## src/rtl/bcs_pkg.sv

```systemverilog
package bcs_pkg;
    localparam int LOW_W = 3;

    localparam logic [2:0] LEN2_CODE = 3'b001;
    localparam logic [2:0] LEN4_CODE = 3'b010;
    localparam logic [2:0] LEN8_CODE = 3'b011;

    typedef enum logic [1:0] {
        ST_IDLE  = 2'd0,
        ST_RUN   = 2'd1,
        ST_FAULT = 2'd2
    } bcs_state_e;
endpackage

```

## src/rtl/bcs_len_decode.sv

```systemverilog
module bcs_len_decode
    import bcs_pkg::*;
(
    input  logic [2:0]       code_i,
    output logic [LOW_W-1:0] mask_o,
    output logic             legal_o
);
    always_comb begin
        legal_o = 1'b1;
        unique case (code_i)
            LEN2_CODE: mask_o = 3'b001;
            LEN4_CODE: mask_o = 3'b011;
            LEN8_CODE: mask_o = 3'b111;
            default: begin
                mask_o  = '0;
                legal_o = 1'b0;
            end
        endcase
    end
endmodule

```

## src/rtl/bcs_addr_gen.sv

```systemverilog
module bcs_addr_gen
    import bcs_pkg::*;
#(
    parameter int COL_W = 10
) (
    input  logic [COL_W-1:0] base_i,
    input  logic [LOW_W-1:0] beat_i,
    input  logic [LOW_W-1:0] mask_i,
    input  logic             ileave_i,
    output logic [COL_W-1:0] col_o
);
    logic [LOW_W-1:0] low_start;
    logic [LOW_W-1:0] low_next;

    assign low_start = base_i[LOW_W-1:0];

    always_comb begin
        if (ileave_i) begin
            low_next = low_start ^ beat_i;
        end else begin
            low_next = low_start + beat_i;
        end
    end

    generate
        if (COL_W > LOW_W) begin : g_upper
            assign col_o = {base_i[COL_W-1:LOW_W],
                            (low_start & ~mask_i) | (low_next & mask_i)};
        end else begin : g_flat
            assign col_o = (low_start & ~mask_i) | (low_next & mask_i);
        end
    endgenerate
endmodule

```

## src/rtl/burst_col_seq.sv

```systemverilog
module burst_col_seq
    import bcs_pkg::*;
#(
    parameter int COL_W = 10
) (
    input  logic             clk,
    input  logic             rst_n,
    input  logic             start_i,
    input  logic [COL_W-1:0] start_col_i,
    input  logic [2:0]       blen_code_i,
    input  logic             btype_i,
    output logic [COL_W-1:0] col_o,
    output logic             col_vld_o,
    output logic             col_last_o,
    output logic             cfg_err_o
);
    bcs_state_e       st_q, st_d;
    logic [LOW_W-1:0] beat_q;
    logic [LOW_W-1:0] mask_q;
    logic [COL_W-1:0] base_q;
    logic             ileave_q;

    logic [LOW_W-1:0] mask_in;
    logic             legal_in;
    logic [COL_W-1:0] col_calc;
    logic             at_last;

    bcs_len_decode u_dec (
        .code_i  (blen_code_i),
        .mask_o  (mask_in),
        .legal_o (legal_in)
    );

    bcs_addr_gen #(.COL_W(COL_W)) u_gen (
        .base_i   (base_q),
        .beat_i   (beat_q),
        .mask_i   (mask_q),
        .ileave_i (ileave_q),
        .col_o    (col_calc)
    );

    assign at_last = (beat_q == mask_q);

    always_comb begin
        st_d = st_q;
        unique case (st_q)
            ST_IDLE: begin
                if (start_i) begin
                    st_d = legal_in ? ST_RUN : ST_FAULT;
                end
            end
            ST_RUN: begin
                if (at_last) begin
                    st_d = ST_IDLE;
                end
            end
            ST_FAULT: st_d = ST_IDLE;
            default:  st_d = ST_IDLE;
        endcase
    end

    always_ff @(posedge clk or negedge rst_n) begin
        if (!rst_n) begin
            st_q     <= ST_IDLE;
            beat_q   <= '0;
            mask_q   <= '0;
            base_q   <= '0;
            ileave_q <= 1'b0;
        end else begin
            st_q <= st_d;
            if (st_q == ST_IDLE && start_i) begin
                beat_q   <= '0;
                mask_q   <= mask_in;
                base_q   <= start_col_i;
                ileave_q <= btype_i;
            end else if (st_q == ST_RUN) begin
                beat_q <= beat_q + 1'b1;
            end
        end
    end

    always_comb begin
        col_o      = '0;
        col_vld_o  = 1'b0;
        col_last_o = 1'b0;
        cfg_err_o  = 1'b0;
        unique case (st_q)
            ST_RUN: begin
                col_o      = col_calc;
                col_vld_o  = 1'b1;
                col_last_o = at_last;
            end
            ST_FAULT: cfg_err_o = 1'b1;
            default: ;
        endcase
    end
endmodule

```

## config.mk

```make
export PLATFORM = sky130hd
export DESIGN_NAME = burst_col_seq
export DESIGN_NICKNAME = d
export VERILOG_FILES = /design/src/rtl/bcs_pkg.sv /design/src/rtl/bcs_len_decode.sv /design/src/rtl/bcs_addr_gen.sv /design/src/rtl/burst_col_seq.sv
export SDC_FILE = /design/constraint.sdc
export NUM_CORES = 1
export LEC_CHECK = 0
export ABC_CLOCK_PERIOD_IN_PS = 3500
export CORE_UTILIZATION = 49
export DETAILED_ROUTE_END_ITERATION = 6
export PLACE_DENSITY_LB_ADDON = 0.3
export SYNTH_ARGS = -nofsm -noshare
export SYNTH_HDL_FRONTEND = slang
export SYNTH_SLANG_ARGS = --single-unit
```

## constraint.sdc

```tcl
create_clock -name clk -period 3.5 [get_ports clk]
set_input_delay 0.35 -clock clk [delete_from_list [all_inputs] [get_ports clk]]
set_output_delay 0.35 -clock clk [all_outputs]
set_load 0.05 [all_outputs]
```

* Yosys cells after proc, flatten, opt, wreduce, memory -nomap -nowiden *
Cells that the tools add are included.

storage, ports and cells
  logic and storage cells = 38
  output and inout bits = 13
  bits in registers = 19

cells by class
  add/subtract/negate cells = 2
  reduce and logical (&&, ||, !) cells = 5
  equality and inequality tests = 8
  bitwise operators = 5
  mux-type cells = 13

operator list
  cell                   number
  $mux W10               1
  $mux W3                3
  $pmux W3 S3            1
  $and A3 B3 Y3          2
  $eq A3 B2 Y1 const B   2
  $mux W2                3
  $mux W1                4
  $ne A2 B2 Y1 const B   2
  $pmux W2 S2            1
  $add A3 B1 Y3 const B  1
  $add A3 B3 Y3          1
  $eq A3 B1 Y1 const B   1
  $eq A3 B3 Y1           1
  $not A3 Y3             1
  $or A3 B3 Y3           1
  $reduce_or A3 Y1       1
  $xor A3 B3 Y3          1
  $eq A2 B1 Y1 const B   1
  $eq A2 B2 Y1 const B   1
  $logic_not A2 Y1       1
  $reduce_and A2 Y1      1
  $reduce_bool A2 Y1     1
  $logic_and A1 B1 Y1    1

* Longest topological paths before layout *
  depth after elaboration = 6
  depth in mapped cells = 6
  gate-level depth less buffers = 6

* Hierarchy *
From an unflattened synthesis, not the netlist that was laid out.

second synthesis, totals
  cell total of the unflattened synthesis = 87
  area, all modules = 1067.3 um^2

by module, submodules not included
  module          cells an instance  instances  area each (um^2)  sequential area each (um^2)
  burst_col_seq   62                 1          865.8             475.5
  bcs_addr_gen    21                 1          165.2             0.0
  bcs_len_decode  4                  1          36.3              0.0

* Worst setup path before layout *
No wires, ideal clock.

  path type = flip-flop to output port
  from = reg beat_q[0]
  to = out col_o[2]
  path buffers = 0
  required time = 3.150 ns
  data arrival time = 2.212 ns
  setup slack = 0.938 ns
  cell stages (with the launch flop) = 7
  cell sequence = dfrtp_1 > ha_1 > inv_1 > fa_1 > o21a_1 > o21ai_0 > mux2i_1

on the way
  cells in the longest elaborated chain, start to end = 5

RTL lines
  what                    RTL line             text
  start, declared         burst_col_seq.sv:18  logic [LOW_W-1:0] beat_q;
  start signal, assigned  burst_col_seq.sv:77  beat_q <= beat_q + 1'b1;
  $add A3 B3 Y3           bcs_addr_gen.sv:21   low_next = low_start + beat_i;
  $mux W3                 bcs_addr_gen.sv:18   if (ileave_i) begin
  $and A3 B3 Y3           bcs_addr_gen.sv:28   (low_start & ~mask_i) | (low_next & mask_i)};
  $or A3 B3 Y3            bcs_addr_gen.sv:28
  $mux W10                burst_col_seq.sv:87  unique case (st_q)
  end, declared           burst_col_seq.sv:12  output logic [COL_W-1:0] col_o,

No other way between the ends.

* Final worst setup path *
Same ends and word-level chain as after synthesis.

==> out/results.tsv <==
stage	metric	value	unit
run_status	status	finished clean	
timing	worst_pin_slew	1.13	ns
critical_path	start_kind	flip-flop	
floorplan	dieArea	2250	um^2
floorplan	core_area	1940	um^2
timing	whs	0.476	ns
cells_and_area	drive_gt1_share	5.71	%
place	port_buffers	29	
timing	period_minus_slack	3.11	ns
clock_network	cts_sinks	19	
pwr	seq_power_share	37.3	%
timing	skew	0.000768	ns
routing	wl_per_cell	11.9	um
routing	drc	0	
clock_network	cts.path.max_buffers	2	
synth	yosysSeqAreaShare	47.0	%
synth	yosysWarnings	0	
timing	fin_setup_tns	0	ns
grt	grt_pass1_wl	3090	um
clock_network	numCtsBuffers	3	
synth	syn_nets	132	
timing	fmax	321	MHz
grt	grt_use_met3	2.26	%
routing	final_antenna_net_count	0	
pwr	total_leakage_power	0.000634	uW
cells_and_area	antenna_cells	0	
place	placed_cell_area	1300	um^2
grt	grt_max_degree	20	
synth	synth-seq-cells	19	
place	place_congestion	0.808	
clock_network	htree_num_levels	1	
pwr	power_frac_comb	52.3	%
grt	grt.overflow.total	0	
routing	drt_iter0_markers	4	
pwr	power	1050	uW
synth	synth_cells	111	
pwr	p_clk_share	10.4	%
timing	hold_viol_final	0	
floorplan	fp.dieW	47.4	um
cells_and_area	area_delta_synth_final	30.8	%
timing	slew_headroom	24.5	%
grt	grt_pass1_vias	715	
pwr	p_per_area	792	nW/um^2
critical_path	worstPathArrival	2.76	ns
min_path	worstHoldPathType	reg2reg	
timing	period_share	88.9	%
routing	via_per_inst	4.90	
place	place.detailed.hpwl	1420	um
clock_network	cts_root_buffer	clkbuf_4	
synth	syn_area	1010	um^2
timing	setup_viol	0	
clock_network	post_cts_resized	0	
routing	dr_total_vias	818	
grt	grtUsageTotal	20.1	%
clock_network	cts_setup_buffers	0	
timing	grt_setup_unrepaired	false	
floorplan	die_y	47.4	um
synth	ys_types	29	
pwr	internal_power	559	uW
floorplan	initial_utilization	52.1	%
routing	dr.pass1.iters	2	
critical_path	required	3.15	ns
cells_and_area	final_core_util	68.1	%
clock_network	clock_latency	0.29	ns
pwr	netSwitchingPower	489	uW
cells_and_area	fin_area	1320	um^2
timing	drv_slew	0	
synth	avgSynthCellArea	9.11	um^2
floorplan	row_count	16	
routing	totalWireLength	1990	um
floorplan	io_pins	30	
grt	busiest_layer	met2	
critical_path	cp-end-kind	primary output	
clock_network	clkTransAtPathRegs	0.10	ns
grt	antenna_found_initial	0	
run	drv_cap	0	
clock_network	cts_tree	yes	
grt	grt_util_met1	28.7	%
cells_and_area	final_net_count	162	
pwr	p_sw_share	46.7	%
clock_network	hold_buffers	0	
critical_path	path_max_fanout	5	
pwr	ir_drop	0.503	mV
critical_path	path_class	reg2out	
grt	grt_use_met2	31.2	%
-- cells in the mapped netlist --
master	number	area, um^2
nor3b_2	1	12.5
buf_4	1	7.51
buf_2	1	5.00
nand3b_1	2	15.0
buf_8	1	15.0
xor2_1	4	35.0
nand3_1	1	5.00
inv_1	3	11.3
nor2_1	3	11.3
fa_1	1	20.0
nor3_1	2	10.0
ha_1	3	37.5
mux2i_1	2	20.0
nand2_1	40	150
or3b_1	1	8.76
o21ba_2	1	10.0
buf_6	1	11.3
and2_1	8	50.1
o21a_1	1	7.51
nor4_1	1	6.26
a21oi_1	1	5.00
o31ai_2	1	12.5
o21ai_0	5	25.0
nor2b_1	1	6.26
inv_2	1	3.75
dfrtp_1	19	475
nor2_2	1	6.26
nand4b_1	1	8.76
nand2b_1	3	18.8
-- critical path, stage by stage (launching register included) --
cell	delay, ns
dfrtp_1	0.44
ha_1	0.18
inv_1	0.05
fa_1	0.38
o21a_1	0.19
o21ai_0	0.22
mux2i_1	0.21
clkdlybuf4s50_1	0.81
-- final timing paths --
kind | startpoint | end | slack [ns] | cells after the start
min in group asynchronous | rst_n | base_q[1]$_DFFE_PN0P_ | 0.54 | 1
worst max-delay path | beat_q[0]$_DFFE_PN0P_ | col_o[2] | 0.39 | 7
worst min register to register | base_q[6]$_DFFE_PN0P_ | base_q[6]$_DFFE_PN0P_ | 0.48 | 2
max in group asynchronous | rst_n | base_q[8]$_DFFE_PN0P_ | 2.44 | 1
worst min-delay path | base_q[6]$_DFFE_PN0P_ | base_q[6]$_DFFE_PN0P_ | 0.48 | 2
worst max register to register | st_q[1]$_DFFE_PN0P_ | mask_q[2]$_DFFE_PN0P_ | 1.74 | 3
-- power by group through the flow --
| stage | sequential, uW | clock [uW] | combinational [uW] |
|---|---|---|---|
| 2_1_floorplan | 375 | 0 | 424 |
| 3_3_place_gp | 389 | 0 | 541 |
| 3_5_place_dp | 397 | 0 | 552 |
| 4_1_cts | 392 | 111 | 556 |
| 5_1_grt | 403 | 120 | 609 |
| 6_report | 391 | 109 | 548 |
-- sequential cells by signal (all words and copies together) (netlist names) --
name      flops
ileave_q      1
base_q       10
beat_q        3
mask_q        3
st_q          2
-- metal layers --
metal	wire [um]	vias up
li1	-	413
met1	931	381
met2	980	22
met3	67	2
met4	13	0
met5	0	-
-- cells in the final DEF, fill, tap and decap left out, drive strengths merged, types with 2 or more instances in the layout --
cell           count
nor3               2
nand2b             3
nand3b             2
ha                 3
clkbuf             4
o21ai              5
nor2               4
dfrtp             19
inv                4
clkdlybuf4s50     29
mux2i              2
xor2               4
and2               8
nand2             40
-- layout make-up --
class | instances | area [um^2]
Inverter | 4 | 15.0
Sequential cell | 19 | 475
Fill cell | 178 | 619
Multi-Input combinational cell | 84 | 482
Timing Repair Buffer | 29 | 290
Clock buffer | 4 | 26.3
Tap cell | 27 | 33.8
-- cell families (layout without fill, tap and decap cells) --
group                      after synthesis  count (layout)  synth area share (%)
and+or+nand+nor                         65              65                  30.6
DFF                                     19              19                  47.0
AOI/OAI and AO/OA                        9               9                  5.94
buffers and inverters                    8              37                  5.32
adders and majority gates                4               4                  5.69
xor gates and xnor gates                 4               4                  3.46
muxes                                    2               2                  1.98
-- metrics by stage --
stage               worst slack (ns)  instances
finish                         0.387        167
global route                   0.179        167
CTS                            0.374        167
detailed placement             0.713        163
global placement               0.763        163
floorplan                      0.938        111
Note: power is estimated with default switching activity, not from simulation.
